### config.mk
export PLATFORM = sky130hd
export DESIGN_NAME = stog_bscan_chain
export DESIGN_NICKNAME = d
export VERILOG_FILES = /design/src/rtl/stog_pkg.sv /design/src/rtl/stog_cell.sv /design/src/rtl/stog_se_drive.sv /design/src/rtl/stog_diff_drive.sv /design/src/rtl/stog_bscan_chain.sv
export SDC_FILE = /design/constraint.sdc
export NUM_CORES = 1
export LEC_CHECK = 0
export BUFFER_PORTS_ARGS = -buffer_cell sky130_fd_sc_hd__buf_2
export CAP_MARGIN = 20
export CORE_ASPECT_RATIO = 2
export CORE_MARGIN = 4
export CORE_UTILIZATION = 49
export DETAILED_ROUTE_END_ITERATION = 10
export PLACE_DENSITY = 0.85
export SLEW_MARGIN = 30
export SYNTH_ARGS = -nofsm -noshare
export SYNTH_HDL_FRONTEND = slang
export SYNTH_SLANG_ARGS = --single-unit
### constraint.sdc
create_clock -name tck -period 1.16 [get_ports tck]
set_input_delay 0.116 -clock tck [delete_from_list [all_inputs] [get_ports tck]]
set_output_delay 0.116 -clock tck [all_outputs]
set_load 0.02 [all_outputs]
### src/rtl/stog_pkg.sv
package stog_pkg;

   // Drive regime of the output cells, decoded once at the top.
   typedef enum logic [1:0] {
      MD_FUNC      = 2'd0,
      MD_EXTEST    = 2'd1,
      MD_STOG_HOLD = 2'd2,
      MD_STOG_RUN  = 2'd3
   } drv_mode_e;

   function automatic drv_mode_e decode_mode(input logic extest, input logic stog,
                                             input logic idle);
      if (stog)        return idle ? MD_STOG_RUN : MD_STOG_HOLD;
      else if (extest) return MD_EXTEST;
      else             return MD_FUNC;
   endfunction

endpackage

### src/rtl/stog_cell.sv
module stog_cell (
   input  logic clk,
   input  logic rst_n,
   input  logic cap_en,
   input  logic shift_en,
   input  logic upd_en,
   input  logic cap_val,
   input  logic si,
   output logic so,
   output logic hold
);

   always_ff @(posedge clk or negedge rst_n) begin
      if (!rst_n)        so <= 1'b0;
      else if (cap_en)   so <= cap_val;
      else if (shift_en) so <= si;
   end

   always_ff @(posedge clk or negedge rst_n) begin
      if (!rst_n)      hold <= 1'b0;
      else if (upd_en) hold <= so;
   end

   // capture wins over shift
   a_r3_capture_load: assert property (@(posedge clk) disable iff (!rst_n)
      cap_en |=> (so == $past(cap_val)));

   // one place per clock
   a_r2_shift_step: assert property (@(posedge clk) disable iff (!rst_n)
      (shift_en && !cap_en) |=> (so == $past(si)));

   // latch only moves on an update
   a_r5_latch_quiet: assert property (@(posedge clk) disable iff (!rst_n)
      !upd_en |=> $stable(hold));

endmodule

### src/rtl/stog_se_drive.sv
module stog_se_drive
   import stog_pkg::*;
#(
   parameter int N_PINS = 8
) (
   input  logic              clk,
   input  logic              rst_n,
   input  drv_mode_e         mode,
   input  logic [N_PINS-1:0] sel,
   input  logic [N_PINS-1:0] hold,
   input  logic              ext_en,
   input  logic              tog,
   output logic [N_PINS-1:0] data,
   output logic [N_PINS-1:0] en
);

   localparam logic [N_PINS-1:0] ALL_ON = '1;

   always_comb begin
      data = hold;
      en   = '0;
      unique case (mode)
         MD_FUNC:      en = '0;
         MD_EXTEST:    en = {N_PINS{ext_en}};
         MD_STOG_HOLD: en = ALL_ON;
         MD_STOG_RUN: begin
            en   = ALL_ON;
            data = (sel & {N_PINS{tog}}) | (~sel & hold);
         end
         default:      en = '0;
      endcase
   end

   // unselected pins never move while their latches are steady
   a_r7_unselected_steady: assert property (@(posedge clk) disable iff (!rst_n)
      ((mode == MD_STOG_RUN) && $stable(hold) && $stable(sel))
         |-> (((data ^ $past(data)) & ~sel) == '0));

endmodule

### src/rtl/stog_diff_drive.sv
module stog_diff_drive
   import stog_pkg::*;
#(
   parameter int N_DIFF = 2
) (
   input  logic              clk,
   input  logic              rst_n,
   input  drv_mode_e         mode,
   input  logic [N_DIFF-1:0] sel,
   input  logic [N_DIFF-1:0] hold,
   input  logic              ext_en,
   input  logic              bal,
   input  logic              tog,
   output logic [N_DIFF-1:0] p,
   output logic [N_DIFF-1:0] n,
   output logic [N_DIFF-1:0] en
);

   always_comb begin
      p  = hold;
      n  = ~hold;
      en = '0;
      for (int i = 0; i < N_DIFF; i++) begin
         unique case (mode)
            MD_FUNC:      en[i] = 1'b0;
            MD_EXTEST:    en[i] = ext_en;
            MD_STOG_HOLD: en[i] = 1'b1;
            MD_STOG_RUN: begin
               en[i] = 1'b1;
               if (sel[i]) begin
                  if (bal) begin
                     p[i] = tog;
                     n[i] = ~tog;
                  end else begin
                     en[i] = tog;
                  end
               end
            end
            default:      en[i] = 1'b0;
         endcase
      end
   end

   // unbalanced toggling leaves the leg data fixed
   a_r11_unbal_data_fixed: assert property (@(posedge clk) disable iff (!rst_n)
      ((mode == MD_STOG_RUN) && ($past(mode) == MD_STOG_RUN) && !bal && $stable(bal)
         && $stable(hold) && $stable(sel)) |-> (((p ^ $past(p)) & sel) == '0));

endmodule

### src/rtl/stog_bscan_chain.sv
module stog_bscan_chain
   import stog_pkg::*;
#(
   parameter int N_PINS = 8,
   parameter int N_DIFF = 2
) (
   input  logic              tck,
   input  logic              rst_n,
   input  logic              scan_in,
   input  logic              capture_dr,
   input  logic              shift_dr,
   input  logic              update_dr,
   input  logic              mode_extest,
   input  logic              mode_stog,
   input  logic              run_idle,
   input  logic              tog_clk,
   input  logic [N_PINS-1:0] pin_in,
   input  logic [N_DIFF-1:0] diff_in,
   output logic              scan_out,
   output logic [N_PINS-1:0] pin_data,
   output logic [N_PINS-1:0] pin_en,
   output logic [N_DIFF-1:0] diff_p,
   output logic [N_DIFF-1:0] diff_n,
   output logic [N_DIFF-1:0] diff_en
);

   localparam int CHAIN     = N_PINS + N_DIFF + 2;
   localparam int EN_IDX    = 0;
   localparam int PIN_BASE  = 1;
   localparam int DIFF_BASE = PIN_BASE + N_PINS;
   localparam int BAL_IDX   = CHAIN - 1;

   if (N_PINS < 1) begin : g_chk_pins
      $error("stog_bscan_chain: N_PINS must be at least 1");
   end
   if (N_DIFF < 1) begin : g_chk_diff
      $error("stog_bscan_chain: N_DIFF must be at least 1");
   end

   logic [CHAIN-1:0] sh;
   logic [CHAIN-1:0] hd;
   logic             upd_ok;
   drv_mode_e        mode;

   // The update pulse is withheld under selective toggle so hold levels survive.
   assign upd_ok = update_dr & ~mode_stog;
   assign mode   = decode_mode(mode_extest, mode_stog, run_idle);

   for (genvar k = 0; k < CHAIN; k++) begin : g_cell
      logic si_k;
      logic cap_k;
      if (k == 0) begin : g_first
         assign si_k = scan_in;
      end else begin : g_next
         assign si_k = sh[k-1];
      end
      if (k == EN_IDX || k == BAL_IDX) begin : g_ctl
         assign cap_k = hd[k];
      end else if (k < DIFF_BASE) begin : g_pin
         assign cap_k = pin_in[k-PIN_BASE];
      end else begin : g_pair
         assign cap_k = diff_in[k-DIFF_BASE];
      end
      stog_cell u_cell (
         .clk      (tck),
         .rst_n    (rst_n),
         .cap_en   (capture_dr),
         .shift_en (shift_dr),
         .upd_en   (upd_ok),
         .cap_val  (cap_k),
         .si       (si_k),
         .so       (sh[k]),
         .hold     (hd[k])
      );
   end

   assign scan_out = sh[BAL_IDX];

   stog_se_drive #(.N_PINS(N_PINS)) u_se (
      .clk    (tck),
      .rst_n  (rst_n),
      .mode   (mode),
      .sel    (sh[PIN_BASE +: N_PINS]),
      .hold   (hd[PIN_BASE +: N_PINS]),
      .ext_en (hd[EN_IDX]),
      .tog    (tog_clk),
      .data   (pin_data),
      .en     (pin_en)
   );

   stog_diff_drive #(.N_DIFF(N_DIFF)) u_diff (
      .clk    (tck),
      .rst_n  (rst_n),
      .mode   (mode),
      .sel    (sh[DIFF_BASE +: N_DIFF]),
      .hold   (hd[DIFF_BASE +: N_DIFF]),
      .ext_en (hd[EN_IDX]),
      .bal    (hd[BAL_IDX]),
      .tog    (tog_clk),
      .p      (diff_p),
      .n      (diff_n),
      .en     (diff_en)
   );

   // update strobe has no effect under selective toggle
   a_r5_update_blocked: assert property (@(posedge tck) disable iff (!rst_n)
      (mode_stog && update_dr) |=> $stable(hd));

   // every single-ended pin drives under selective toggle
   a_r9_all_drive: assert property (@(posedge tck) disable iff (!rst_n)
      mode_stog |-> (&pin_en));

   // outside Run-Test/Idle the pins show their hold levels
   a_r8_revert_hold: assert property (@(posedge tck) disable iff (!rst_n)
      (mode_stog && !run_idle) |-> (pin_data == hd[PIN_BASE +: N_PINS]));

   // no test instruction, no drive
   a_r12_released: assert property (@(posedge tck) disable iff (!rst_n)
      (!mode_stog && !mode_extest) |-> ((pin_en == '0) && (diff_en == '0)));

endmodule

==> results.toml <==
[critical_path]
reg2regPathDepth = 4
cp_max_fo = 4
start_kind = "flop"
crit_path_max_incr_delay_ps = 410
rrSetupSlack_ps = 120
cp_data_arrival_time_ps = 1280
end_kind = "output port"
path_cells = "nand4_1, buf_4, mux2i_1, buf_4"
cp_slowest_cell = "dfrtp_1"
r2r-end = "g_cell[3].u_cell.so"
crit_required_ps = 1040
path_class = "flop to output port"
worstReg2RegStart = "g_cell[2].u_cell.so"
cpMostUsedCell = "buf_4"

[logic_synthesis]
synth_top_area_share = 0.466
async_flop_share = 1.00
synth_area_per_cell_sq_um = 11.3
ys.flop_type = "dfrtp_1"
yosysWarnings = 0
syn-num-nets = 134
netlist_area_sq_um = 1290
synth_edf_count = 0
synthCells = 114
synthTopCellsByArea = "dfrtp_1, mux2_2, mux2i_1"
post-synth-top-count-cell = "dfrtp_1"
synth_common_cells = "dfrtp_1, mux2_2, mux2i_1"
ys_ff_latch = 24
yosysSeqAreaShare = 0.466
synth_cell_types = 14
yosysTopAreaCell = "dfrtp_1"

[die]
coreArea_sq_um = 2540
rows = 26
die_x_um = 44.2
die-area_sq_um = 3560
ios = 43
start_util = 0.507
die_height_um = 80.5

[sta]
finalSetupViolCount = 22
period_share = 1.20
finalCriticalPeriod_ps = 1390
fin_ws_ps = -234
rsz0062_at_grt = "true"
drv_slew = 0
fin_skew_ps = 6.82
hold_viol_final = 0
holdWs_ps = 65.5
clock.fmax_ghz = 0.717
tightestPinTransition_ps = 527
slew_headroom = 0.648

[cts]
cts-root-buf = "clkbuf_8"
cts_made_buffers = 3
clock_sinks = 24
h-tree-depth = 1
cts_buffer_depth = 2
clk_latency_ps = 260
cts.reportedPaths.clkPinSlew_ps = 80
cts_tree = "yes"

[detailed_routing]
dr.pass1.iters = 4
routed_via_density = 5.33
ant_nets = 0
avgRoutedWirePerCell_um = 15.4
routed_wl_um = 3010
vias = 1040
dr.first_iter.drc_count = 28
drcViolationCount = 0

[global_routing]
grt_max_degree = 25
grt_overflow = 0
grt_pass1_wl_um = 4940
track_usage = 0.183
grt_pass1_vias = 1145
antenna_found_initial = 0

[layout]
multi_input_area_sq_um = 627
fin_util = 0.693
antenna_cells = 0
nNetsFinal = 189
layout-drive-gt1-share = 0.557
fillers = 176
syn_to_final_growth_pct = 36.6
seq_area_sq_um = 601

[placed_design]
gp_congestion = 0.795
io_buffers = 42
dpl_worst_slack_ps = -5.34
hpwl_um = 2140

[hold_path]
hp-start = "pin_in[6]"
min_path_type = "input port to flop"
whs_path_depth = 3
whs_endpoint = "g_cell[7].u_cell.so"

[pwr]
power_density_nw_per_um2 = 1440
leakagePower_nw = 0.906
ir_worst_vdd_mv = 1.20

[status]
violations = "negative setup slack"
status = "complete, but fails checks"

[job]
cap_violations = 0
==> logic make-up after synthesis <==
family,Yosys count,share of synthesized area
compound gates,15,0.0583
buf+inv,15,0.0816
flops,24,0.466
mux,36,0.301
simple gates,24,0.0923
==> placed cells by master (no fill, tap or decap) <==
cell and count:
buf_6 11, nand4_1 2, nor2b_2 1, mux2_4 9, buf_4 23, inv_1 1, dlygate4sd3_1 1, buf_2 29
nand2_1 12, o21ai_0 12, a21oi_2 3, clkbuf_8 3, dfrtp_1 24, and4bb_2 1, mux2_2 13, nand3_1 8
mux2i_1 14
==> critical path: cells and delay by family, from the launching register on <==
family,cells,cell delay (ps)
multiplexers,1,180
buffers and inverters,2,290
AND/OR/NAND/NOR,1,140
flip-flops,1,410
==> worst max-delay path by stage <==
| stage | startpoint | end | slack (ps) | cells after the start |
|---|---|---|---|---|
| CTS | g_cell[9].u_cell.so | diff_n[0] | -250 | 4 |
| detailed placement | mode_stog | diff_n[0] | -5 | 5 |
| finish | g_cell[11].u_cell.hold | diff_n[1] | -230 | 4 |
| floorplan | g_cell[11].u_cell.hold | diff_en[0] | 60 | 2 |
| global placement | g_cell[11].u_cell.hold | diff_p[1] | 30 | 3 |
| global route | g_cell[11].u_cell.hold | diff_n[0] | -310 | 4 |
==> timing repair <==
item	CTS	global route
pin swaps	5	2
hold buffers	1	0
buffers inserted	7	4
resized for setup	30	6
setup endpoints to repair	22	22
hold endpoints to repair	24	0
==> flip-flops by register name (all words and copies together) (netlist names) <==
signal              flops
g_cell.u_cell.hold     12
g_cell.u_cell.so       12
==> area by class of cell <==
cell class | count | area share
Inverter | 1 | 0.00213
Sequential cell | 24 | 0.341
Multi-Input combinational cell | 75 | 0.356
Tap cell | 28 | 0.0199
Timing Repair Buffer | 64 | 0.257
Clock buffer | 3 | 0.0235
==> routing by layer <==
layer,up-vias,wire (um),share of wire,global-route usage
met3,4,201,0.067,0.0179
li1,504,-,-,-
met2,44,1670,0.55,0.342
met5,-,0,0,0
met1,488,1100,0.37,0.205
met4,0,38,0.013,0.0604
==> power by group <==
group	internal, mW	switching [mW]	leakage (nW)
Sequential	0.975	0.0884	0.295
Combinational	0.527	0.475	0.589
Clock	0.231	0.229	0.0216
Total	1.73	0.792	0.906
==> per-stage QoR <==
| step | cell area, sq um | power [mW] | instances | setup TNS [ps] |
|---|---|---|---|---|
| 6_report | 1760 | 2.53 | 195 | -3350 |
| 5_1_grt | 1760 | 2.67 | 195 | -4990 |
| 4_1_cts | 1710 | 2.50 | 191 | -4340 |
| 3_5_place_dp | 1510 | 1.86 | 180 | -5.34 |
| 3_3_place_gp | 1510 | 1.82 | 180 | 0 |
| 2_1_floorplan | 1290 | 1.59 | 114 | 0 |
Power figures use the tool's default switching activity.
